## config.mk

```make
export PLATFORM = sky130hd
export DESIGN_NAME = tmr_event_counter
export DESIGN_NICKNAME = d
export VERILOG_FILES = /design/src/rtl/tmr_pkg.sv /design/src/rtl/tmr_edge_sync.sv /design/src/rtl/tmr_prescaler.sv /design/src/rtl/tmr_pw_fsm.sv /design/src/rtl/tmr_event_counter.sv
export SDC_FILE = /design/constraint.sdc
export NUM_CORES = 1
export LEC_CHECK = 0
export ABC_CLOCK_PERIOD_IN_PS = 2800
export BUFFER_PORTS_ARGS = -buffer_cell sky130_fd_sc_hd__buf_2
export CORE_AREA = 2 2 99 63
export DETAILED_ROUTE_END_ITERATION = 10
export DIE_AREA = 0 0 101 65
export PLACE_DENSITY = 0.85
export SYNTH_ARGS = -nofsm -noshare
export SYNTH_HDL_FRONTEND = slang
export SYNTH_SLANG_ARGS = --single-unit
```

## constraint.sdc

```tcl
create_clock -name clk -period 2.8 [get_ports clk]
set_clock_uncertainty 0.05 [all_clocks]
set_input_delay 0.14 -clock clk [delete_from_list [all_inputs] [get_ports clk]]
set_output_delay 0.14 -clock clk [all_outputs]
set_load 0.05 [all_outputs]
```

## src/rtl/tmr_pkg.sv

```systemverilog
package tmr_pkg;
    typedef enum logic [1:0] {
        MODE_STOP  = 2'b00,
        MODE_EVENT = 2'b01,
        MODE_TIMER = 2'b10,
        MODE_PULSE = 2'b11
    } tmr_mode_e;

    typedef enum logic [1:0] {
        PW_IDLE,
        PW_ARMED,
        PW_MEASURE
    } pw_state_e;

    localparam logic [1:0] ADDR_LO   = 2'd0;
    localparam logic [1:0] ADDR_HI   = 2'd1;
    localparam logic [1:0] ADDR_CTRL = 2'd2;
endpackage

```

## src/rtl/tmr_edge_sync.sv

```systemverilog
module tmr_edge_sync #(
    parameter int STAGES = 2
) (
    input  logic clk,
    input  logic rst_n,
    input  logic async_in,
    input  logic rise_sel,
    output logic start_edge,
    output logic end_edge
);
    logic [STAGES:0] sync_q;
    logic            level, prev, rise, fall;

    always_ff @(posedge clk) begin
        if (!rst_n) sync_q <= '0;
        else        sync_q <= {sync_q[STAGES-1:0], async_in};
    end

    assign level      = sync_q[STAGES-1];
    assign prev       = sync_q[STAGES];
    assign rise       = level & ~prev;
    assign fall       = ~level & prev;
    assign start_edge = rise_sel ? rise : fall;
    assign end_edge   = rise_sel ? fall : rise;
endmodule

```

## src/rtl/tmr_prescaler.sv

```systemverilog
module tmr_prescaler #(
    parameter int PSC_W = 3
) (
    input  logic             clk,
    input  logic             rst_n,
    input  logic [PSC_W-1:0] sel,
    output logic             tick
);
    localparam int DIV_W = (1 << PSC_W) - 1;

    logic [DIV_W-1:0] div_q;
    logic [DIV_W:0]   span, span_m1;
    logic [DIV_W-1:0] mask;

    always_ff @(posedge clk) begin
        if (!rst_n) div_q <= '0;
        else        div_q <= div_q + 1'b1;
    end

    assign span    = (DIV_W+1)'(1) << sel;
    assign span_m1 = span - (DIV_W+1)'(1);
    assign mask    = span_m1[DIV_W-1:0];
    assign tick    = ((div_q & mask) == mask);
endmodule

```

## src/rtl/tmr_pw_fsm.sv

```systemverilog
module tmr_pw_fsm
    import tmr_pkg::*;
(
    input  logic clk,
    input  logic rst_n,
    input  logic arm,
    input  logic start_edge,
    input  logic end_edge,
    input  logic tick,
    output logic count_en,
    output logic done
);
    pw_state_e state_q, state_d;

    always_comb begin
        state_d = state_q;
        unique case (state_q)
            PW_IDLE:    if (arm) state_d = PW_ARMED;
            PW_ARMED:   if (!arm) state_d = PW_IDLE;
                        else if (start_edge) state_d = PW_MEASURE;
            PW_MEASURE: if (!arm || end_edge) state_d = PW_IDLE;
            default:    state_d = PW_IDLE;
        endcase
    end

    always_ff @(posedge clk) begin
        if (!rst_n) state_q <= PW_IDLE;
        else        state_q <= state_d;
    end

    always_comb begin
        count_en = 1'b0;
        done     = 1'b0;
        unique case (state_q)
            PW_MEASURE: begin
                count_en = arm && tick;
                done     = arm && end_edge;
            end
            default: ;
        endcase
    end
endmodule

```

## src/rtl/tmr_event_counter.sv

```systemverilog
module tmr_event_counter
    import tmr_pkg::*;
#(
    parameter int DATA_W      = 8,
    parameter int PSC_W       = 3,
    parameter int SYNC_STAGES = 2
) (
    input  logic              clk,
    input  logic              rst_n,
    input  logic [1:0]        bus_addr,
    input  logic              bus_wr,
    input  logic              bus_rd,
    input  logic [DATA_W-1:0] bus_wdata,
    output logic [DATA_W-1:0] bus_rdata,
    input  logic              ext_in,
    output logic              ovf_irq,
    output logic              pfd_out
);
    localparam int CNT_W = 2 * DATA_W;

    logic [CNT_W-1:0]  cnt_q, preload_q;
    logic [DATA_W-1:0] hold_q;
    tmr_mode_e         mode_q;
    logic              en_q, edge_q;
    logic [PSC_W-1:0]  psc_q;
    logic              irq_q, pfd_q;

    logic wr_lo, wr_hi, wr_ctrl, rd_hi;
    logic tick, start_edge, end_edge, pw_cnt, pw_done;
    logic advance, ovf, load_now;

    assign wr_lo   = bus_wr && (bus_addr == ADDR_LO);
    assign wr_hi   = bus_wr && (bus_addr == ADDR_HI);
    assign wr_ctrl = bus_wr && (bus_addr == ADDR_CTRL);
    assign rd_hi   = bus_rd && (bus_addr == ADDR_HI);

    tmr_edge_sync #(.STAGES(SYNC_STAGES)) u_sync (
        .clk        (clk),
        .rst_n      (rst_n),
        .async_in   (ext_in),
        .rise_sel   (edge_q),
        .start_edge (start_edge),
        .end_edge   (end_edge)
    );

    tmr_prescaler #(.PSC_W(PSC_W)) u_psc (
        .clk   (clk),
        .rst_n (rst_n),
        .sel   (psc_q),
        .tick  (tick)
    );

    tmr_pw_fsm u_pw (
        .clk        (clk),
        .rst_n      (rst_n),
        .arm        (en_q && (mode_q == MODE_PULSE)),
        .start_edge (start_edge),
        .end_edge   (end_edge),
        .tick       (tick),
        .count_en   (pw_cnt),
        .done       (pw_done)
    );

    always_comb begin
        advance = 1'b0;
        unique case (mode_q)
            MODE_EVENT: advance = start_edge;
            MODE_TIMER: advance = tick;
            MODE_PULSE: advance = pw_cnt;
            default:    advance = 1'b0;
        endcase
        advance = advance && en_q && !rd_hi;
    end

    assign load_now = wr_hi && !en_q;
    assign ovf      = advance && (&cnt_q);

    always_ff @(posedge clk) begin
        if (!rst_n) begin
            cnt_q     <= '0;
            preload_q <= '0;
            hold_q    <= '0;
        end else begin
            if (wr_lo)      hold_q <= bus_wdata;
            else if (rd_hi) hold_q <= cnt_q[DATA_W-1:0];
            if (wr_hi) preload_q <= {bus_wdata, hold_q};
            if (load_now)     cnt_q <= {bus_wdata, hold_q};
            else if (ovf)     cnt_q <= preload_q;
            else if (advance) cnt_q <= cnt_q + 1'b1;
        end
    end

    always_ff @(posedge clk) begin
        if (!rst_n) begin
            mode_q <= MODE_STOP;
            en_q   <= 1'b0;
            edge_q <= 1'b0;
            psc_q  <= '0;
        end else if (wr_ctrl) begin
            mode_q <= tmr_mode_e'(bus_wdata[7:6]);
            en_q   <= bus_wdata[4];
            edge_q <= bus_wdata[3];
            psc_q  <= bus_wdata[PSC_W-1:0];
        end else if (pw_done) begin
            en_q   <= 1'b0;
        end
    end

    always_ff @(posedge clk) begin
        if (!rst_n) begin
            irq_q <= 1'b0;
            pfd_q <= 1'b0;
        end else begin
            irq_q <= ovf;
            pfd_q <= pfd_q ^ ovf;
        end
    end

    always_comb begin
        bus_rdata = '0;
        if (bus_rd) begin
            unique case (bus_addr)
                ADDR_LO:   bus_rdata = hold_q;
                ADDR_HI:   bus_rdata = cnt_q[CNT_W-1:DATA_W];
                ADDR_CTRL: begin
                    bus_rdata[7:6]       = mode_q;
                    bus_rdata[4]         = en_q;
                    bus_rdata[3]         = edge_q;
                    bus_rdata[PSC_W-1:0] = psc_q;
                end
                default:   bus_rdata = '0;
            endcase
        end
    end

    assign ovf_irq = irq_q;
    assign pfd_out = pfd_q;
endmodule

```

## After elaboration in Yosys (flattened, before gate mapping)

Index checks and enable logic that the tools add are counted.

| word-level totals | value |
|---|---|
| bits in registers | 61 |
| word-level logic and storage cells | 76 |
| output and inout bits | 10 |

| operators by class | value |
|---|---|
| bitwise gates (word level) | 6 |
| reductions and logical operators | 22 |
| add/subtract/negate cells | 3 |
| shifts and indexed selects | 1 |
| equality and inequality tests | 11 |
| multiplexer cells | 21 |

Operators with widths:

| kind | number |
|---|---|
| $mux 16 | 3 |
| $mux 8 | 3 |
| $add 16x1->16 const B | 1 |
| $reduce_and 16->1 | 1 |
| $pmux 5 s3 | 1 |
| $pmux 2 s3 | 2 |
| $logic_and 1x1->1 | 11 |
| $eq 2x2->1 const B | 4 |
| $mux 2 | 4 |
| $add 7x1->7 const B | 1 |
| $and 7x7->7 | 1 |
| $eq 7x7->1 | 1 |
| $shl 1x3->7 const A | 1 |
| $sub 7x1->7 const B | 1 |
| $eq 2x1->1 const B | 3 |
| $mux 1 | 6 |
| $logic_not 2->1 | 2 |
| $ne 2x1->1 const B | 2 |
| $reduce_bool 2->1 | 2 |
| $logic_not 1->1 | 3 |
| $ne 3x3->1 const B | 1 |
| $pmux 1 s3 | 1 |
| $reduce_and 3->1 | 1 |
| $reduce_bool 3->1 | 1 |
| 5 further kinds | 7 |

## Depth between registers and ports, before layout

Gate-level depths: netlist of the first run.

| depth | value |
|---|---|
| depth in word-level cells | 12 |
| mapped depth | 11 |
| depth with buffers taken out | 9 |

## Modules after synthesis

From an unflattened synthesis of the first run, not the netlist that was laid out.

| unflattened totals | value |
|---|---|
| cell total of the unflattened synthesis | 420 |
| area, all modules | 3276.9 µm² |

Modules (own cells, without submodules):

| module | instances | area each (µm²) | cells each | sequential area each (µm²) |
|---|---|---|---|---|
| tmr_event_counter | 1 | 2723.9 | 363 | 980.9 |
| tmr_prescaler | 1 | 329.1 | 37 | 140.1 |
| tmr_edge_sync | 1 | 130.1 | 10 | 60.1 |
| tmr_pw_fsm | 1 | 93.8 | 10 | 40.0 |

## Worst setup path after synthesis of the first run

No wires, ideal clock.

| timing path | value |
|---|---|
| path kind | reg-to-reg |
| from | register psc_q[1] |
| to | register cnt_q[2] |
| setup slack | 0.371 ns |
| data arrival time | 2.241 ns |
| clock period less this slack | 2.429 ns |
| required time | 2.612 ns |
| buffers on the path | 2 |
| cell stages (with the launch flop) | 11 |
| cells stage by stage | dfxtp_1 -> buf_2 -> or3_1 -> ha_1 -> xor2_1 -> o2bb2a_2 -> o2111a_2 -> a21oi_4 -> buf_6 -> a21o_1 -> a21oi_2 |

| between the ends | value |
|---|---|
| word-level cells in the longest chain between the ends | 12 |
| elaborated cells on any way between the ends | 13 |
| those cells by class | 1 x add/sub; 1 x eq/ne; 1 x shift; 4 x mux; 1 x bitwise; 5 x reduce/logical |

Ends and longest elaborated chain:

| item | line | source |
|---|---|---|
| start, declared | tmr_event_counter.sv:25 | `logic [PSC_W-1:0] psc_q;` |
| start signal, assigned | tmr_event_counter.sv:103 | `psc_q <= bus_wdata[PSC_W-1:0];` |
| $shl 1x3->7 * | tmr_prescaler.sv:20 | `assign span = (DIV_W+1)'(1) << sel;` |
| $sub 7x1->7 * | tmr_prescaler.sv:21 | `assign span_m1 = span - (DIV_W+1)'(1);` |
| $and 7x7->7 | tmr_prescaler.sv:23 | `assign tick = ((div_q & mask) == mask);` |
| $eq 7x7->1 * | tmr_prescaler.sv:23 |  |
| $logic_and 1x1->1 | tmr_pw_fsm.sv:36 | `count_en = arm && tick;` |
| $mux 1 | tmr_pw_fsm.sv:34 | `unique case (state_q)` |
| $pmux 1 s3 * | tmr_event_counter.sv:66 | `unique case (mode_q)` |
| $logic_and 1x1->1 * (2 in series) | tmr_event_counter.sv:72 | `advance = advance && en_q && !rd_hi;` |
| $logic_and 1x1->1 | tmr_event_counter.sv:76 | `assign ovf = advance && (&cnt_q);` |
| $mux 16 | tmr_event_counter.sv:88 | `else if (ovf) cnt_q <= preload_q;` |
| $mux 16 | tmr_event_counter.sv:87 | `if (load_now) cnt_q <= {bus_wdata, hold_q};` |
| end signal, assigned | tmr_event_counter.sv:87 |  |
| end signal, assigned | tmr_event_counter.sv:88 |  |
| end signal, assigned | tmr_event_counter.sv:89 | `else if (advance) cnt_q <= cnt_q + 1'b1;` |
| end, declared | tmr_event_counter.sv:21 | `logic [CNT_W-1:0] cnt_q, preload_q;` |

Every way passes the cells marked *; elsewhere a longest branch is shown, timed or not.
A chain may end at the register's enable or synchronous reset.

## Worst setup path in the final report of the first run

| timing path | value |
|---|---|
| from | register psc_q[2] |
| to | register cnt_q[6] |

Same word-level chain as after synthesis.

==> reports/results.tsv, run 1 <==
stage	metric	value	unit
pwr	power-per-cell-area	553	nW/um^2
pwr	leakagePower	1.32	nW
die	design.core.area	5780	um^2
clocking	clk_latency	0.36	ns
pwr	clockPowerShare	0.473	
pwr	intPower	1.56	mW
pwr	seq_power_share	0.445	
sta	slew_viol_final	0	
setup_path	crit_type	reg2reg	
yosys	ys.flop_type	dfxtp_1	
setup_path	cp-start-kind	flip-flop	
setup_path	r2r_end	cnt_q[6]	
yosys	yosys-top-cells-count	dfxtp_1, nand2_1, a21oi_1, nor2_1, nand3_1	
yosys	synth_edf_count	0	
drt	drtIter0Drc	283	
sta	worst_pin_slew	1.05	ns
sta	setup_tns	0	ns
sta	fin_crit_sh	0.916	
drt	vias	3105	
sta	max-slew-margin-rel	0.298	
clocking	htree_num_levels	3	
worst_hold_path	hold_path_depth	3	
worst_hold_path	hold_path_end	preload_q[13]	
final_layout	syn2layout_area_growth	12.3	%
setup_path	arrival	2.77	ns
sta	setup_viol	0	
yosys	synth_top_area_share	0.369	
yosys	syn_inst	393	
drt	first_pass_iters	5	
die	die_x	101	um
drt	drtAntennaViolNets	0	
drt	viasPerCell	6.29	
setup_path	rrSetupSlack	0.24	ns
yosys	ys_ff_latch	61	
setup_path	required	3.01	ns
clocking	root_buffer	clkbuf_8	
clocking	clk_path_buf_depth	2	
clocking	cts_tree	done	
die	pin_count	25	
final_layout	diodes	0	
global_routing	grt_pass1_vias	2764	
place	hpwl	6010	um
yosys	synth_cell_types	55	
place	portBuffers	24	
worst_hold_path	hp-class	in2reg	
die	rows	22	
sta	fmax	390	MHz
drt	drc	0	
clocking	cts_resized	0	
sta	hold_violations	0	
clocking	cts_inserted_buffers	9	
drt	drt-total-wl	8880	um
final_layout	nFillCells	466	
global_routing	grt_start_max_net_pins	56	
clocking	clk_transition_reported_paths	0.07	ns
yosys	synthesis.area	3310	um^2
die	die-area	6570	um^2
place	gp_congestion	0.925	
clocking	clock_sinks	61	
drt	wl_per_cell	18.0	um
yosys	yosys.area.top_type	dfxtp_1	
pwr	pwr-share-comb	0.082	
setup_path	reg2reg_depth	9	
yosys	syn-mean-instance-area	8.41	um^2
global_routing	grt_antenna_before_repair	0	
yosys	async_reset_ff_frac	0	
yosys	yosysSeqAreaShare	0.369	
yosys	synthTopCellsByArea	dfxtp_1, nand2_1, a21oi_1, mux2i_1, a211o_1	
run	maxCapViolCount	0	
global_routing	overflow	0	
sta	finalCriticalPeriod	2.56	ns
pwr	peakVddDrop	336	uV
global_routing	grt_pass1_wl	14500	um
worst_hold_path	min_from	bus_wdata[5]	
die	initial_core_util	0.572	
die	die_h	65	um
pwr	sw_frac_of_total	0.238	
sta	whs	0.0192	ns
setup_path	r2r_start	psc_q[2]	
pwr	p_sw	490	uW
yosys	yosysWarnings	0	
outcome	outcome	complete, no violations	
global_routing	grt_usage	0.289	
final_layout	drive_above_1_share	0.194	
setup_path	cp-end-kind	flip-flop	
setup_path	worstPathMaxFanout	16	
sta	rsz0062_at_grt	false	
final_layout	finalNetCount	435	
yosys	synth_fp_nets	411	
==> metal layers <==
| metal | GRT usage | vias to the layer above | wire, um |
|---|---|---|---|
| met4 | 0.0946 | 0 | 133 |
| li1 | - | 1438 | - |
| met2 | 0.418 | 166 | 3800 |
| met1 | 0.420 | 1484 | 4050 |
| met5 | 0 | - | 0 |
| met3 | 0.0712 | 17 | 890 |
==> timing repair <==
item / in CTS / in global routing
setup buffers: 0 / 0
hold buffers: 1 / 0
endpoints found under the setup margin: 0 / 0
hold endpoints to repair: 1 / 0
==> worst max path at each step <==
stage,startpoint,to,cells past startpoint
global route,psc_q[2],cnt_q[1],9
global placement,psc_q[2],pfd_out,9
floorplan,psc_q[1],cnt_q[2],10
finish,psc_q[2],cnt_q[6],9
detailed placement,psc_q[2],cnt_q[4],9
CTS,psc_q[2],cnt_q[6],9
==> state kept, by name (all words and copies together), names as in the netlist, 2 cells and up <==
name	cells
psc_q	3
u_psc.div_q	7
u_pw.state_q	2
hold_q	8
cnt_q	16
u_sync.sync_q	3
mode_q	2
preload_q	16
==> power groups by stage <==
stage | combinational (mW) | sequential [mW] | clock [mW]
after floorplan | 0.117 | 0.924 | 0
after global placement | 0.159 | 0.931 | 0
after detailed placement | 0.164 | 0.933 | 0
after CTS | 0.166 | 0.913 | 0.976
after global routing | 0.181 | 0.917 | 1.01
final | 0.169 | 0.914 | 0.971
==> cells by family (layout without fill, tap and decap cells) <==
family                   count (synthesis)  after routing  synth area share
XOR/XNOR                                16             16            0.0424
AND/OR/NAND/NOR                        155            155             0.232
multiplexers                            14             14            0.0428
flip-flops                              61             61             0.369
adder cells (fa/ha/maj)                  3              3            0.0114
buffers and inverters                   31             60            0.0481
AO/OA/AOI/OAI                          113            113             0.254
==> worst max-delay path: stages (launching register included) <==
cell	delay (ns)
dfxtp_1	0.41
or3_1	0.35
ha_1	0.27
xor2_1	0.16
o2bb2a_2	0.24
o2111a_2	0.29
a21boi_4	0.12
buf_4	0.28
a22oi_1	0.11
a21oi_1	0.18
==> area by class of cell <==
type,count,area [um^2],area share
Inverter,10,37.5,0.0101
Sequential cell,61,1220,0.329
Clock inverter,4,95.1,0.0256
Multi-Input combinational cell,301,1930,0.519
Clock buffer,12,145,0.0391
Timing Repair Buffer,34,198,0.0533
Tap cell,72,90.1,0.0243
==> metrics by stage <==
stage / std cells / cell area [um^2] / utilization / total power, mW / worst slack, ns
2_1_floorplan: 393 / 3310 / - / 1.04 / 0.371
3_3_place_gp: 477 / 3460 / 0.599 / 1.09 / 0.350
6_report: 494 / 3710 / 0.642 / 2.05 / 0.236
3_5_place_dp: 477 / 3460 / 0.599 / 1.10 / 0.283
5_1_grt: 494 / 3710 / 0.642 / 2.11 / 0.134
4_1_cts: 494 / 3710 / 0.642 / 2.05 / 0.270
==> placed cells by master (no fill, tap or decap), drive strengths merged, types with 2 or more instances in the layout <==
cell	Yosys	layout
a221oi	2	2
mux2i	13	13
a211o	12	12
nor2	30	30
nand2b	5	5
or2	2	2
o21ai	10	10
nor3b	2	2
ha	3	3
nor3	3	3
bufinv	0	3
or3	2	2
a22oi	18	18
nor2b	4	4
and3b	3	3
xor2	7	7
a21oi	53	53
nand2	61	61
xnor2	9	9
and3	6	6
buf	10	33
and2	11	11
inv	10	10
clkbuf	11	12
a21o	3	3
nand3	18	18
nand3b	2	2
a21boi	2	2
a41oi	2	2
dfxtp	61	61
a211oi	3	3
and4	2	2
nand4	3	3
Power figures use the tool's default switching activity.
==> run 2, diff against run 1 <==
--- a/config.mk
+++ b/config.mk
@@ -12,4 +12,5 @@
 export DIE_AREA = 0 0 101 65
 export PLACE_DENSITY = 0.85
+export SKIP_CTS_REPAIR_TIMING = 1
 export SYNTH_ARGS = -nofsm -noshare
 export SYNTH_HDL_FRONTEND = slang
==> constraint.sdc (replaced) <==
create_clock -name clk -period 2.8 [get_ports clk]
set_clock_uncertainty 0.05 [all_clocks]
set_input_delay 0.28 -clock clk [delete_from_list [all_inputs] [get_ports clk]]
set_output_delay 0.28 -clock clk [all_outputs]
set_load 0.05 [all_outputs]
==> reports/results.tsv, run 2 (synthesis gave the netlist of run 1 again) <==
stage	metric	value	unit	change
global_routing	grt_pass1_wl	14300	um	-1.2%
die	initial_core_util	0.572		unchanged
global_routing	grt_start_max_net_pins	34		-39%
die	rows	22		unchanged
setup_path	cp-start-kind	flip-flop		
global_routing	grt_pass1_vias	2759		-0.18%
final_layout	syn2layout_area_growth	12.5	%	
final_layout	diodes	0		unchanged
pwr	intPower	1.56	mW	-0.16%
place	placed_area	3470	um^2	+0.22%
global_routing	grt_usage	0.285		-0.00455
clocking	root_buffer	clkbuf_8		
worst_hold_path	hp-class	in2reg		
pwr	seq_power_share	0.444		about the same
final_layout	final_cell_mix	nand2_1, dfxtp_1, a21oi_1, nor2_1, buf_2		
final_layout	final_cell_area	3720	um^2	+0.13%
drt	first_pass_iters	5		unchanged
pwr	p_sw	496	uW	+1.3%
sta	fin_ws	0.252	ns	+0.0161 ns
setup_path	arrival	2.77	ns	about the same
die	die_h	65	um	unchanged
drt	drt-total-wl	8730	um	-1.7%
clocking	clk_transition_reported_paths	0.07	ns	about the same
final_layout	nFillCells	484		+3.9%
pwr	power-per-cell-area	554	nW/um^2	about the same
die	die-area	6570	um^2	unchanged
setup_path	worstPathMaxFanout	16		unchanged
sta	finalCriticalPeriod	2.55	ns	-0.0161 ns
drt	drtAntennaViolNets	0		unchanged
pwr	pwr-share-comb	0.081		about the same
setup_path	crit_type	reg2reg		
place	dp_slack	0.326	ns	+0.0422 ns
final_layout	drive_above_1_share	0.201		+0.00711
final_layout	top_regs	cnt_q: 16 flops, preload_q: 16 flops, hold_q: 8 flops		
die	pin_count	25		unchanged
final_layout	finalNetCount	435		unchanged
global_routing	grt_antenna_before_repair	0		unchanged
pwr	leakagePower	1.32	nW	-0.11%
drt	vias	3104		-0.032%
clocking	cts_tree	done		
clocking	htree_num_levels	3		unchanged
global_routing	overflow	0		unchanged
sta	worst_pin_slew	0.783	ns	-0.268 ns
place	portBuffers	24		unchanged
sta	fmax	392	MHz	+0.63%
pwr	clockPowerShare	0.475		+0.002
die	die_x	101	um	unchanged
clocking	clk_path_buf_depth	2		unchanged
clocking	cts_inserted_buffers	9		unchanged
sta	hold_violations	0		unchanged
pwr	sw_frac_of_total	0.241		+0.00262
drt	viasPerCell	6.28		about the same
clocking	clock_sinks	61		unchanged
outcome	outcome	complete, no violations		
setup_path	required	3.02	ns	about the same
drt	drtIter0Drc	314		+11%
drt	wl_per_cell	17.7	um	-1.7%
die	design.core.area	5780	um^2	unchanged
setup_path	cp-end-kind	flip-flop		
place	gp_congestion	0.906		-2.0%
clocking	clk_latency	0.35	ns	about the same
sta	slew_viol_final	0		unchanged
pwr	peakVddDrop	325	uV	-3.4%
sta	max-slew-margin-rel	0.478		+0.180
sta	setup_tns	0	ns	unchanged
place	hpwl	5910	um	-1.5%
sta	fin_crit_sh	0.910		-0.00576
sta	rsz0062_at_grt	false		
sta	setup_viol	0		unchanged
run	maxCapViolCount	0		unchanged
drt	drc	0		unchanged
==> run 2: cell type report <==
class	instances	area [um^2]	area share
multi-input combinational	301	1930	0.518
sequential	61	1220	0.329
timing repair buffer	34	195	0.0525
clock buffer	10	138	0.0370
clock inverter	6	110	0.0296
tap	72	90.1	0.0242
inverter	10	37.5	0.0101
==> run 2: path summary, 6_finish.rpt <==
check              startpoint                to  slack (ns)  depth (start not counted)
max                  psc_q[2]          cnt_q[1]        0.25                          9
min                    ext_in  u_sync.sync_q[0]        0.07                          2
max reg2reg          psc_q[2]          cnt_q[1]        0.25                          9
min reg2reg  u_sync.sync_q[0]  u_sync.sync_q[1]        0.39                          1
==> run 2: worst max-delay path: stages (launching register included) <==
cell	delay [ns]
dfxtp_1	0.43
or3_1	0.36
ha_1	0.27
xor2_1	0.16
o2bb2a_2	0.25
o2111a_2	0.29
a21boi_4	0.12
buf_4	0.28
a22oi_1	0.10
a21oi_1	0.16
==> run 2: through the flow <==
stage,power [mW],hold WS (ns),cells,utilization
floorplan,1.04,0.352,393,-
global placement,1.09,0.367,478,0.600
detailed placement,1.10,0.372,478,0.600
CTS,2.07,0.0661,494,0.643
global route,2.13,0.0894,494,0.643
finish,2.06,0.0747,494,0.643
==> run 2: routing by layer <==
metal  GRT usage  wire [um]
met5           0          0
met1       0.406       3790
met4      0.0608        108
met2       0.422       3720
met3      0.0895       1110
==> run 2: power by group through the flow <==
stage	logic, mW	registers [mW]	clock network (mW)
CTS	0.165	0.912	0.988
global placement	0.159	0.931	0
detailed placement	0.163	0.932	0
finish	0.167	0.913	0.978
floorplan	0.117	0.924	0
global route	0.180	0.916	1.03
